[config.mk]
export PLATFORM = sky130hd
export DESIGN_NAME = ref_valid_timer
export DESIGN_NICKNAME = d
export VERILOG_FILES = /design/src/rtl/refval_pkg.sv /design/src/rtl/refval_tick_gen.sv /design/src/rtl/refval_channel.sv /design/src/rtl/refval_override.sv /design/src/rtl/ref_valid_timer.sv
export SDC_FILE = /design/constraint.sdc
export NUM_CORES = 1
export LEC_CHECK = 0
export BUFFER_PORTS_ARGS = -buffer_cell sky130_fd_sc_hd__buf_2
export CAP_MARGIN = 10
export CORE_MARGIN = 4
export CORE_UTILIZATION = 38
export CTS_BUF_LIST = sky130_fd_sc_hd__clkbuf_4 sky130_fd_sc_hd__clkbuf_8
export DETAILED_ROUTE_END_ITERATION = 12
export PLACE_DENSITY = 0.54
export SKIP_LAST_GASP = 1
export SYNTH_ARGS = -nofsm -noshare
export SYNTH_HDL_FRONTEND = slang
export SYNTH_SLANG_ARGS = --single-unit
[constraint.sdc]
create_clock -name clk -period 4.7 [get_ports clk]
set_clock_uncertainty 0.1 [all_clocks]
set_input_delay 0.47 -clock clk [delete_from_list [all_inputs] [get_ports clk]]
set_output_delay 0.47 -clock clk [all_outputs]
set_load 0.01 [all_outputs]
[src/rtl/refval_pkg.sv]
package refval_pkg;

  // Tick fires once the divider count has reached the configured limit.
  function automatic logic tick_due(input logic [31:0] cnt, input logic [31:0] lim);
    return cnt >= lim;
  endfunction

  // True when one more fault-free tick completes the programmed timeout.
  function automatic logic timeout_done(input logic [31:0] ticks_so_far,
                                        input logic [31:0] limit);
    return (ticks_so_far + 32'd1) >= limit;
  endfunction

  // Override resolution: force-invalid beats force-valid beats automatic.
  function automatic logic resolve(input logic f_inv, input logic f_val, input logic raw);
    if (f_inv) return 1'b0;
    if (f_val) return 1'b1;
    return raw;
  endfunction

endpackage

[src/rtl/refval_tick_gen.sv]
module refval_tick_gen #(
  parameter int DIV_W = 8
) (
  input  logic             clk,
  input  logic             rst_n,
  input  logic [DIV_W-1:0] div_cfg,
  output logic             tick
);
  import refval_pkg::*;

  logic [DIV_W-1:0] cnt_q;

  assign tick = tick_due(32'(cnt_q), 32'(div_cfg));

  always_ff @(posedge clk or negedge rst_n) begin
    if (!rst_n)    cnt_q <= '0;
    else if (tick) cnt_q <= '0;
    else           cnt_q <= cnt_q + 1'b1;
  end
endmodule

[src/rtl/refval_channel.sv]
module refval_channel #(
  parameter int TMR_W = 16
) (
  input  logic             clk,
  input  logic             rst_n,
  input  logic             tick,
  input  logic             fault,
  input  logic [TMR_W-1:0] timeout,
  input  logic             man_validate,
  output logic             raw_ok
);
  import refval_pkg::*;

  logic [TMR_W-1:0] ms_cnt_q;
  logic             auto_ok_q;
  logic             man_ok_q;
  logic             timer_off;
  logic             count_en;
  logic             man_take;

  assign timer_off = (timeout == '0);
  assign count_en  = !fault && !timer_off && !auto_ok_q && tick;
  assign man_take  = !fault && timer_off && man_validate;
  assign raw_ok    = auto_ok_q | man_ok_q;

  always_ff @(posedge clk or negedge rst_n) begin
    if (!rst_n) begin
      ms_cnt_q  <= '0;
      auto_ok_q <= 1'b0;
      man_ok_q  <= 1'b0;
    end else if (fault) begin
      ms_cnt_q  <= '0;
      auto_ok_q <= 1'b0;
      man_ok_q  <= 1'b0;
    end else begin
      if (man_take) man_ok_q <= 1'b1;
      if (count_en) begin
        ms_cnt_q <= ms_cnt_q + 1'b1;
        if (timeout_done(32'(ms_cnt_q), 32'(timeout))) auto_ok_q <= 1'b1;
      end
    end
  end
endmodule

[src/rtl/refval_override.sv]
module refval_override #(
  parameter int NREF = 2
) (
  input  logic [NREF-1:0] raw_ok,
  input  logic [NREF-1:0] force_valid,
  input  logic [NREF-1:0] force_invalid,
  output logic [NREF-1:0] valid
);
  import refval_pkg::*;

  always_comb begin
    for (int i = 0; i < NREF; i++)
      valid[i] = resolve(force_invalid[i], force_valid[i], raw_ok[i]);
  end
endmodule

[src/rtl/ref_valid_timer.sv]
module ref_valid_timer #(
  parameter int NREF  = 2,
  parameter int TMR_W = 16,
  parameter int DIV_W = 8,
  localparam int TBUS_W = NREF * TMR_W
) (
  input  logic              clk,
  input  logic              rst_n,
  input  logic [DIV_W-1:0]  div_cfg,
  input  logic [NREF-1:0]   fault,
  input  logic [TBUS_W-1:0] timeout,
  input  logic [NREF-1:0]   man_validate,
  input  logic [NREF-1:0]   force_valid,
  input  logic [NREF-1:0]   force_invalid,
  output logic [NREF-1:0]   valid
);
  logic            ms_tick;
  logic [NREF-1:0] raw_ok;

  refval_tick_gen #(.DIV_W(DIV_W)) u_tick (
    .clk(clk), .rst_n(rst_n), .div_cfg(div_cfg), .tick(ms_tick)
  );

  for (genvar g = 0; g < NREF; g++) begin : g_ch
    refval_channel #(.TMR_W(TMR_W)) u_ch (
      .clk(clk), .rst_n(rst_n), .tick(ms_tick), .fault(fault[g]),
      .timeout(timeout[g*TMR_W +: TMR_W]), .man_validate(man_validate[g]),
      .raw_ok(raw_ok[g])
    );
  end

  refval_override #(.NREF(NREF)) u_ovr (
    .raw_ok(raw_ok), .force_valid(force_valid),
    .force_invalid(force_invalid), .valid(valid)
  );
endmodule

==> results.py, run 1 <==
metrics = {
    "floorplanning": {
        "rows": 35,
        "die_x_um": 105.8,
        "die_area_um2": 11190,
        "coreArea_um2": 9284,
        "start_util": 0.3914,
        "die-height_um": 105.8,
        "io_pins": 52,
    },
    "cells_and_area": {
        "nets": 565,
        "nFillCells": 957,
        "syn_to_final_growth_pct": 13.05,
        "diodes": 0,
        "final_common_cell": "buf_2",
        "final_area_um2": 4108,
        "layout_common_cells": "51 x buf_2, 44 x dfrtp_1, 43 x ha_1, 41 x inv_1, 38 x nor2_1",
        "drive_above_1_share": 0.1691,
    },
    "power_and_ir_drop": {
        "p_sw_frac": 0.3516,
        "internal_power_mw": 0.6474,
        "seqPwrFrac": 0.459,
        "max-vdd-ir-drop_mv": 0.1026,
        "combinationalPowerShare": 0.282,
        "clkPwrFrac": 0.259,
        "p_leak_nw": 2.033,
        "total_power_mw": 0.9985,
        "p_per_area_nw_per_um2": 243.1,
        "p_sw_mw": 0.3511,
    },
    "sta": {
        "worst_slack_ns": 1.473,
        "maxSlewHeadroom": 0.5964,
        "fmax_ghz": 0.3099,
        "slew_violations": 0,
        "setup_viol": 0,
        "post-route-period-util": 0.6865,
        "timing.hold.ws_ns": 0.1530,
        "rsz0062_at_grt": "false",
        "tns_ns": 0,
        "finalHoldViolCount": 0,
        "min_period_ns": 3.227,
        "worstMarginPinSlew_ns": 0.6031,
    },
    "cts": {
        "hold_buffers": 0,
        "clock-sinks": 44,
        "cts.path.max_buffers": 2,
        "clock_latency_ns": 0.30,
        "cts_buffers": 5,
        "ctsResizeCount": 0,
        "cts-root-buf": "clkbuf_8",
        "post_cts_buffers": 0,
        "htreeDepth": 2,
        "clk_pin_slew_worst_paths_ns": 0.09,
        "cts_tree": "done",
    },
    "synth": {
        "syn_nets": 520,
        "synthArstFlopShare": 1.000,
        "synth_ff_type": "dfrtp_1",
        "ys_types": 45,
        "netlist_instances": 427,
        "syn_area_per_cell_um2": 8.509,
        "ys_seq_elements": 44,
        "synthMuxAreaShare": 0.03409,
        "synthXorXnorAreaFrac": 0.08196,
        "yosys-top-cells-area": "dfrtp_1 30%, ha_1 15%, a21oi_1 4.3%, inv_1 4.2%, xnor2_1 4.1%",
        "ys_seq_area_frac": 0.3030,
        "synth_top_area_frac": 0.3030,
        "synth_largest_area_cell": "dfrtp_1",
        "synth_top_family_by_area": "simple AND/OR/NAND/NOR gates",
        "synth_compound_area_frac": 0.1402,
        "synth_warnings": 0,
        "syn_area_um2": 3633,
        "synth_edf_count": 0,
        "synth_simple_gate_area_share": 0.2324,
        "synth_fa_ha_area_frac": 0.1481,
    },
    "drt": {
        "routedWlPerCell_um": 14.07,
        "drtPass1Iterations": 4,
        "drt-total-wl_mm": 8.472,
        "dr_total_vias": 3225,
        "postRouteAntennaNets": 0,
        "drtIter0Drc": 110,
        "drc": 0,
        "avgViaCountPerCell": 5.357,
    },
    "grt": {
        "grt_use_total": 0.1571,
        "grt_pass1_wl_mm": 14.68,
        "grt_overflow": 0,
        "grt_pass1_vias": 3127,
        "antenna_found_initial": 0,
        "grt_max_degree": 45,
    },
    "worst_hold_path": {
        "hold_class": "primary input to async pin",
    },
    "setup_path": {
        "startpoint_type": "flip-flop",
        "critPathKind": "flip-flop to flip-flop",
        "endpoint_kind": "flip-flop",
        "critical_path_required_ns": 4.85,
        "arrival_ns": 3.37,
        "reg2reg_slack_ns": 1.47,
        "cp_max_fo": 6,
    },
    "placed_design": {
        "pre_cts_ws_ns": 1.554,
        "io_buffers": 51,
        "post_dp_cell_area_um2": 4015,
        "globalplace.congestion": 0.8299,
        "dp_hpwl_mm": 6.406,
    },
    "flow_run": {
        "drv_cap": 0,
    },
    "outcome": {
        "status": "finished clean",
    },
}
-- final cells by class --
type                            count  area (um^2)  share of cell area
Tap cell                          129        161.4             0.03929
Timing Repair Buffer               55        285.3             0.06945
Multi-Input combinational cell    325         2313              0.5632
Inverter                           41        153.9             0.03747
Clock inverter                      2        10.01            0.002437
Sequential cell                    44         1101              0.2680
Clock buffer                        6        82.58             0.02010
-- logic make-up (layout without fill, tap and decap cells) --
logic type	count (synthesis)	after routing
adders and majority gates	43	43
xor gates and xnor gates	34	34
buffers and inverters	58	104
muxes	11	11
AOI/OAI and AO/OA	79	79
and+or+nand+nor	158	158
DFF	44	44
-- per-layer routing --
layer	vias up	wire (um)	track usage
li1	1627	-	-
met1	1526	4196	0.2098
met2	62	3811	0.2596
met3	10	346	0.03062
met4	0	118	0.04255
met5	-	0	0
-- state kept, by name, indices dropped and copies added (netlist names) --
signal / flops
g_ch.u_ch.ms_cnt_q: 32
g_ch.u_ch.auto_ok_q: 2
u_tick.cnt_q: 8
g_ch.u_ch.man_ok_q: 2
-- synth_stat cells, types with 4 or more instances --
cell / number
nor4_1: 16
o21ai_0: 9
nor2_1: 38
a21o_1: 5
nand4_1: 10
nand2_1: 22
xor2_1: 17
mux2_2: 11
nor2b_1: 11
a21oi_1: 31
inv_1: 41
ha_1: 43
a211oi_1: 4
or4_1: 15
nand3_1: 21
and3_1: 4
xnor2_1: 17
clkbuf_1: 14
o31ai_1: 14
or3_1: 4
dfrtp_1: 44
-- worst paths after layout --
check                                                     startpoint                                  to  depth (start not counted)
min in group clk                                     man_validate[1]   g_ch[1].u_ch.man_ok_q$_DFFE_PN0P_                          3
worst min-delay path                                           rst_n           u_tick.cnt_q[7]$_DFF_PN0_                          2
max in group asynchronous                                      rst_n  g_ch[0].u_ch.auto_ok_q$_DFFE_PN0P_                          2
worst max register to register  g_ch[1].u_ch.ms_cnt_q[0]$_DFFE_PN0P_  g_ch[1].u_ch.auto_ok_q$_DFFE_PN0P_                         10
worst max-delay path            g_ch[1].u_ch.ms_cnt_q[0]$_DFFE_PN0P_  g_ch[1].u_ch.auto_ok_q$_DFFE_PN0P_                         10
worst min register to register     g_ch[0].u_ch.man_ok_q$_DFFE_PN0P_   g_ch[0].u_ch.man_ok_q$_DFFE_PN0P_                          2
-- stage by stage --
step                std cells    util
floorplan                 427       -
global placement          594  0.4325
detailed placement        594  0.4325
CTS                       602  0.4425
global route              602  0.4425
finish                    602  0.4425
-- worst max-delay path: stages, from the launching register on --
cell and delay (ns):
dfrtp_1 0.43, ha_1 0.23, nand3_1 0.21, nor4_1 0.55, nand3_1 0.25, xnor2_1 0.19
ha_1 0.32, nand4_1 0.14, a2111o_1 0.41, a31oi_1 0.14, o221a_2 0.19
-- power by group through the flow --
stage | sequential [mW] | clock, mW | combinational [mW]
2_1_floorplan | 0.452 | 0 | 0.191
3_3_place_gp | 0.465 | 0 | 0.274
3_5_place_dp | 0.464 | 0 | 0.285
4_1_cts | 0.457 | 0.269 | 0.285
5_1_grt | 0.466 | 0.282 | 0.325
6_report | 0.458 | 0.259 | 0.282
No activity file was read; power rests on OpenSTA's default activity.
==> inputs of run 2 (changes only) <==
--- a/config.mk
+++ b/config.mk
@@ -5,6 +5,7 @@
 export SDC_FILE = /design/constraint.sdc
 export NUM_CORES = 1
 export LEC_CHECK = 0
+export ABC_AREA = 1
 export BUFFER_PORTS_ARGS = -buffer_cell sky130_fd_sc_hd__buf_2
 export CAP_MARGIN = 10
 export CORE_MARGIN = 4
==> constraint.sdc (replaced) <==
create_clock -name clk -period 3 [get_ports clk]
set_clock_uncertainty 0.1 [all_clocks]
set_input_delay 0.3 -clock clk [delete_from_list [all_inputs] [get_ports clk]]
set_output_delay 0.3 -clock clk [all_outputs]
set_load 0.01 [all_outputs]
==> results.py, run 2 <==
metrics = {
    "sta": {
        "timing.hold.ws_ns": 0.05787,
        "fmax_ghz": 0.4188,
        "rsz0062_at_grt": "false",
        "post-route-period-util": 0.7960,
        "finalHoldViolCount": 0,
        "min_period_ns": 2.388,
        "worst_slack_ns": 0.6120,
        "maxSlewHeadroom": 0.3317,
        "slew_violations": 0,
        "setup_viol": 0,
        "worstMarginPinSlew_ns": 1.003,
        "tns_ns": 0,
    },
    "cts": {
        "clock_latency_ns": 0.30,
        "clk_pin_slew_worst_paths_ns": 0.09,
        "htreeDepth": 2,
        "hold_buffers": 0,
        "cts_buffers": 5,
        "clock-sinks": 44,
        "ctsResizeCount": 0,
        "cts_tree": "done",
        "cts.path.max_buffers": 2,
        "post_cts_buffers": 0,
        "cts-root-buf": "clkbuf_8",
    },
    "drt": {
        "drtPass1Iterations": 4,
        "routedWlPerCell_um": 11.73,
        "dr_total_vias": 3260,
        "drc": 0,
        "drtIter0Drc": 152,
        "postRouteAntennaNets": 0,
        "drt-total-wl_mm": 8.350,
        "avgViaCountPerCell": 4.579,
    },
    "cells_and_area": {
        "top_regs": "g_ch.u_ch.ms_cnt_q x32, u_tick.cnt_q x8",
        "utilization": 0.4362,
        "multi_input_area_um2": 2283,
        "diodes": 0,
        "final_cells": 712,
        "regMostFlops": "g_ch.u_ch.ms_cnt_q",
        "final_common_cell": "nand2_1",
        "syn_to_final_growth_pct": 12.39,
        "drive_above_1_share": 0.1606,
        "final_area_um2": 4244,
        "nets": 671,
        "layout_common_cells": "134 x nand2_1, 89 x inv_1, 57 x nand3_1, 51 x buf_2, 49 x nor2_1",
        "nFillCells": 1063,
        "largest_register_ffs": 32,
        "regArea_um2": 1101,
    },
    "outcome": {
        "status": "finished clean",
    },
    "setup_path": {
        "cpPeakStageDelay_ns": 0.42,
        "critPathKind": "flip-flop to flip-flop",
        "endpoint_kind": "flip-flop",
        "reg2reg_slack_ns": 0.61,
        "critical_path_required_ns": 3.09,
        "cp_common_cell": "nand2_1",
        "startpoint_type": "flip-flop",
        "slowest_stage": "dfrtp_1",
        "crit_path_cell_trace": "ha_1, nand3_1, nor2_1, nand4_1, xnor2_1, ha_1, nand2_1, o21a_1, nand2_1, nor2_1, nand2_1, nand3_1, nand2_1",
        "arrival_ns": 2.48,
        "cp_max_fo": 5,
    },
    "synth": {
        "syn_area_um2": 3776,
        "synth_commonest_cells": "134 x nand2_1, 89 x inv_1, 57 x nand3_1, 49 x nor2_1, 44 x dfrtp_1",
        "syn_nets": 620,
        "synthArstFlopShare": 1.000,
        "yosysMostFrequentCell": "nand2_1",
        "synth_warnings": 0,
        "synth_edf_count": 0,
        "yosys-top-cells-area": "dfrtp_1 29%, ha_1 14%, nand2_1 13%, inv_1 8.8%, nand3_1 7.6%",
        "ys_seq_elements": 44,
        "synth_top_area_frac": 0.2916,
        "ys_types": 37,
        "synth_largest_area_cell": "dfrtp_1",
        "netlist_instances": 527,
        "syn_area_per_cell_um2": 7.165,
        "ys_seq_area_frac": 0.2916,
        "synth_ff_type": "dfrtp_1",
    },
    "floorplanning": {
        "die-height_um": 107.7,
        "die_area_um2": 11600,
        "die_x_um": 107.7,
        "coreArea_um2": 9729,
        "rows": 36,
        "io_pins": 52,
        "start_util": 0.3881,
    },
    "grt": {
        "antenna_found_initial": 0,
        "grt_use_total": 0.1549,
        "grt_pass1_wl_mm": 14.61,
        "grt_pass1_vias": 3243,
        "grt_overflow": 0,
        "grt_max_degree": 45,
    },
    "placed_design": {
        "globalplace.congestion": 0.8402,
        "dp_hpwl_mm": 6.603,
        "pre_cts_ws_ns": 0.6399,
        "post_dp_cell_area_um2": 4151,
        "post-place-cells": 704,
        "io_buffers": 51,
    },
    "worst_hold_path": {
        "hold_class": "primary input to flip-flop",
    },
    "power_and_ir_drop": {
        "max-vdd-ir-drop_mv": 0.2088,
        "total_power_mw": 1.609,
        "p_leak_nw": 2.358,
        "p_per_area_nw_per_um2": 379.2,
    },
    "flow_run": {
        "drv_cap": 0,
    },
}
[run 2: changes by cell type after synthesis, sizes merged, moves of 11 or more]
cell,previous run,this run
a21oi,31,17
clkbuf,14,2
inv,41,91
mux2,11,0
nand2,22,139
nand3,22,61
nor2,38,55
nor2b,11,0
nor4,16,0
o31ai,14,0
or4,15,0
xnor2,17,6
[run 2: logic make-up (layout without fill, tap and decap cells)]
family | Yosys count | in the layout | synth area share
and+or+nand+nor | 274 | 274 | 0.3264
buffers and inverters | 99 | 151 | 0.1037
DFF | 44 | 44 | 0.2916
xor gates and xnor gates | 24 | 24 | 0.05765
AOI/OAI and AO/OA | 43 | 43 | 0.07820
adders and majority gates | 43 | 43 | 0.1425
[run 2: cell type report]
type | count | share of cell area
inverter | 92 | 0.08137
sequential | 44 | 0.2594
timing repair buffer | 51 | 0.06014
clock inverter | 2 | 0.002358
tap | 133 | 0.03921
multi-input combinational | 384 | 0.5380
clock buffer | 6 | 0.01946
[run 2: worst paths after layout]
path,depth (start not counted),startpoint,endpoint
max,13,g_ch[1].u_ch.ms_cnt_q[0]$_DFFE_PN0P_,g_ch[1].u_ch.auto_ok_q$_DFFE_PN0P_
min,2,fault[0],g_ch[0].u_ch.man_ok_q$_DFFE_PN0P_
max reg2reg,13,g_ch[1].u_ch.ms_cnt_q[0]$_DFFE_PN0P_,g_ch[1].u_ch.auto_ok_q$_DFFE_PN0P_
min reg2reg,1,u_tick.cnt_q[0]$_DFF_PN0_,u_tick.cnt_q[0]$_DFF_PN0_
max in group asynchronous,1,rst_n,g_ch[1].u_ch.ms_cnt_q[12]$_DFFE_PN0P_
min in group asynchronous,1,rst_n,u_tick.cnt_q[3]$_DFF_PN0_
[run 2: report_power, final]
part | total, mW | internal, mW | switching [mW]
clock | 0.397 | 0.184 | 0.213
combinational | 0.507 | 0.187 | 0.320
sequential | 0.706 | 0.649 | 0.0566
[run 2: routing by layer]
metal	global-route usage	share of wire
met5	0	0
met3	0.02160	0.027
met4	0.03787	0.0098
met2	0.2700	0.48
met1	0.2016	0.49
[run 2: worst max-delay path: cells and delay by family, from the launching register on]
| family | cells | cell delay (ns) |
|---|---|---|
| AO/OA/AOI/OAI | 1 | 0.14 |
| XOR/XNOR | 1 | 0.21 |
| adder cells (fa/ha/maj) | 2 | 0.46 |
| flip-flops | 1 | 0.42 |
| AND/OR/NAND/NOR | 9 | 0.96 |
==> inputs of run 3 (changes only) <==
==> constraint.sdc (replaced) <==
create_clock -name clk -period 2.2 [get_ports clk]
set_clock_uncertainty 0.1 [all_clocks]
set_input_delay 0.22 -clock clk [delete_from_list [all_inputs] [get_ports clk]]
set_output_delay 0.22 -clock clk [all_outputs]
set_load 0.01 [all_outputs]
==> results.py, run 3 (same netlist as run 2, synthesis figures left out) <==
metrics = {
    "outcome": {
        "status": "finished, violations left",
        "failed_checks": "negative setup slack",
    },
    "placed_design": {
        "globalplace.congestion": 0.8315,
        "dp_hpwl_mm": 6.746,
        "io_buffers": 51,
    },
    "cells_and_area": {
        "nets": 710,
        "regMostFlops": "g_ch.u_ch.ms_cnt_q",
        "final_common_cell": "nand2_1",
        "layout_common_cells": "133 x nand2_1, 89 x inv_1, 55 x nand3_1, 51 x buf_2, 48 x nor2_1",
        "syn_to_final_growth_pct": 22.80,
        "top_regs": "g_ch.u_ch.ms_cnt_q x32, u_tick.cnt_q x8",
        "regArea_um2": 1102,
        "drive_above_1_share": 0.2282,
        "diodes": 0,
        "multi_input_area_um2": 2370,
        "largest_register_ffs": 32,
        "nFillCells": 1019,
        "utilization": 0.4766,
    },
    "flow_run": {
        "drv_cap": 0,
    },
    "setup_path": {
        "critPathKind": "flip-flop to flip-flop",
        "critPathBufInv": 0,
        "endpoint_kind": "flip-flop",
        "cpPeakStageDelay_ns": 0.39,
        "crit_family": "simple AND/OR/NAND/NOR gates",
        "arrival_ns": 2.36,
        "startpoint_type": "flip-flop",
        "cp_max_fo": 3,
        "cp_common_cell": "nand2_1",
        "slowest_stage": "dfrtp_1",
        "crit_path_cell_trace": "ha_1, nand3_2, nor2_4, nand4_1, xnor2_2, ha_1, nand2_1, o21a_1, nand2_1, nor2_1, nand2_1, nand3_1, nand2_1",
        "critical_path_required_ns": 2.29,
    },
    "cts": {
        "cts_buffers": 5,
        "cts.path.max_buffers": 2,
        "cts-root-buf": "clkbuf_8",
        "clk_pin_slew_worst_paths_ns": 0.08,
        "clock-sinks": 44,
        "cts_tree": "done",
        "htreeDepth": 2,
        "clock_latency_ns": 0.31,
    },
    "floorplanning": {
        "start_util": 0.3881,
        "coreArea_um2": 9729,
        "die-height_um": 107.7,
        "die_area_um2": 11600,
        "die_x_um": 107.7,
        "io_pins": 52,
        "rows": 36,
    },
    "worst_hold_path": {
        "hold_class": "primary input to flip-flop",
    },
    "sta": {
        "setup_viol": 2,
        "rsz0062_at_grt": "true",
        "fmax_ghz": 0.4422,
        "finalHoldViolCount": 0,
        "slew_violations": 0,
        "worstMarginPinSlew_ns": 0.9083,
        "min_period_ns": 2.261,
        "maxSlewHeadroom": 0.3907,
        "post-route-period-util": 1.028,
        "worst_slack_ns": -0.06130,
        "tns_ns": -0.09678,
    },
    "grt": {
        "grt_pass1_vias": 3371,
        "grt_use_total": 0.1585,
        "grt_overflow": 0,
        "antenna_found_initial": 0,
        "grt_max_degree": 35,
        "grt_pass1_wl_mm": 15.03,
    },
    "drt": {
        "drtPass1Iterations": 4,
        "avgViaCountPerCell": 4.581,
        "dr_total_vias": 3440,
        "drtIter0Drc": 107,
        "drc": 0,
        "postRouteAntennaNets": 0,
        "drt-total-wl_mm": 8.699,
        "routedWlPerCell_um": 11.58,
    },
    "power_and_ir_drop": {
        "p_leak_nw": 2.574,
        "p_per_area_nw_per_um2": 489.5,
        "max-vdd-ir-drop_mv": 0.2729,
    },
}
-- run 3: layer usage --
layer / global-route usage / vias up / part of all wire
met5: 0 / - / 0
met4: 0.03968 / 0 / 0.011
met3: 0.02160 / 8 / 0.037
met2: 0.2620 / 51 / 0.46
met1: 0.2180 / 1542 / 0.49
li1: - / 1839 / -
-- run 3: layout make-up --
cell class	count	area share
clock buffers	8	0.02105
inverters	92	0.07447
multi-input cells	384	0.5111
flip-flops and latches	44	0.2377
well taps	133	0.03589
repair buffers	90	0.1198
-- run 3: power breakdown --
group / leakage, nW / switching (mW) / internal (mW) / total (mW)
Clock: 0.0523 / 0.292 / 0.282 / 0.574
Sequential: 0.602 / 0.0723 / 0.885 / 0.957
Combinational: 1.92 / 0.452 / 0.287 / 0.738
Total: 2.57 / 0.816 / 1.45 / 2.27
-- run 3: stage by stage --
| stage | setup slack (ns) | std cells | area [um^2] | hold slack [ns] | total power [mW] |
|---|---|---|---|---|---|
| 6_report | -0.06130 | 751 | 4637 | 0.04548 | 2.270 |
| 5_1_grt | -0.2474 | 751 | 4637 | 0.05764 | 2.461 |
| 4_1_cts | -0.04439 | 747 | 4549 | 0.03763 | 2.305 |
| 3_5_place_dp | -0.1213 | 727 | 4324 | 0.1651 | 1.716 |
| 3_3_place_gp | -0.1241 | 727 | 4324 | 0.1627 | 1.689 |
| 2_1_floorplan | 0.1081 | 527 | 3776 | -0.1756 | 1.489 |
-- run 3: worst paths after layout --
kind | start | end | slack (ns) | cells past startpoint
worst max-delay path | g_ch[1].u_ch.ms_cnt_q[0]$_DFFE_PN0P_ | g_ch[1].u_ch.auto_ok_q$_DFFE_PN0P_ | -0.06 | 13
worst max register to register | g_ch[1].u_ch.ms_cnt_q[0]$_DFFE_PN0P_ | g_ch[1].u_ch.auto_ok_q$_DFFE_PN0P_ | -0.06 | 13
worst min-delay path | man_validate[0] | g_ch[0].u_ch.man_ok_q$_DFFE_PN0P_ | 0.05 | 3
worst min register to register | u_tick.cnt_q[0]$_DFF_PN0_ | u_tick.cnt_q[0]$_DFF_PN0_ | 0.37 | 1
min in group asynchronous | rst_n | g_ch[1].u_ch.ms_cnt_q[8]$_DFFE_PN0P_ | 0.34 | 2
max in group asynchronous | rst_n | g_ch[0].u_ch.ms_cnt_q[8]$_DFFE_PN0P_ | 1.04 | 3
-- run 3: worst register-to-register path, stage by stage (launching register included) --
cell and delay, ns:
dfrtp_1 0.39, ha_1 0.20, nand3_2 0.12, nor2_4 0.14, nand4_1 0.18, xnor2_2 0.23
ha_1 0.25, nand2_1 0.11, o21a_1 0.14, nand2_1 0.05, nor2_1 0.08, nand2_1 0.06
nand3_1 0.07, nand2_1 0.05
-- run 3: what timing repair did --
action / 4_1_cts / 5_1_grt
pin swaps: 4 / 8
endpoints found under the setup margin: 2 / 7
resized for setup: 6 / 12
hold endpoints to repair: 24 / 0
hold buffers: 3 / 0
buffers inserted: 9 / 4
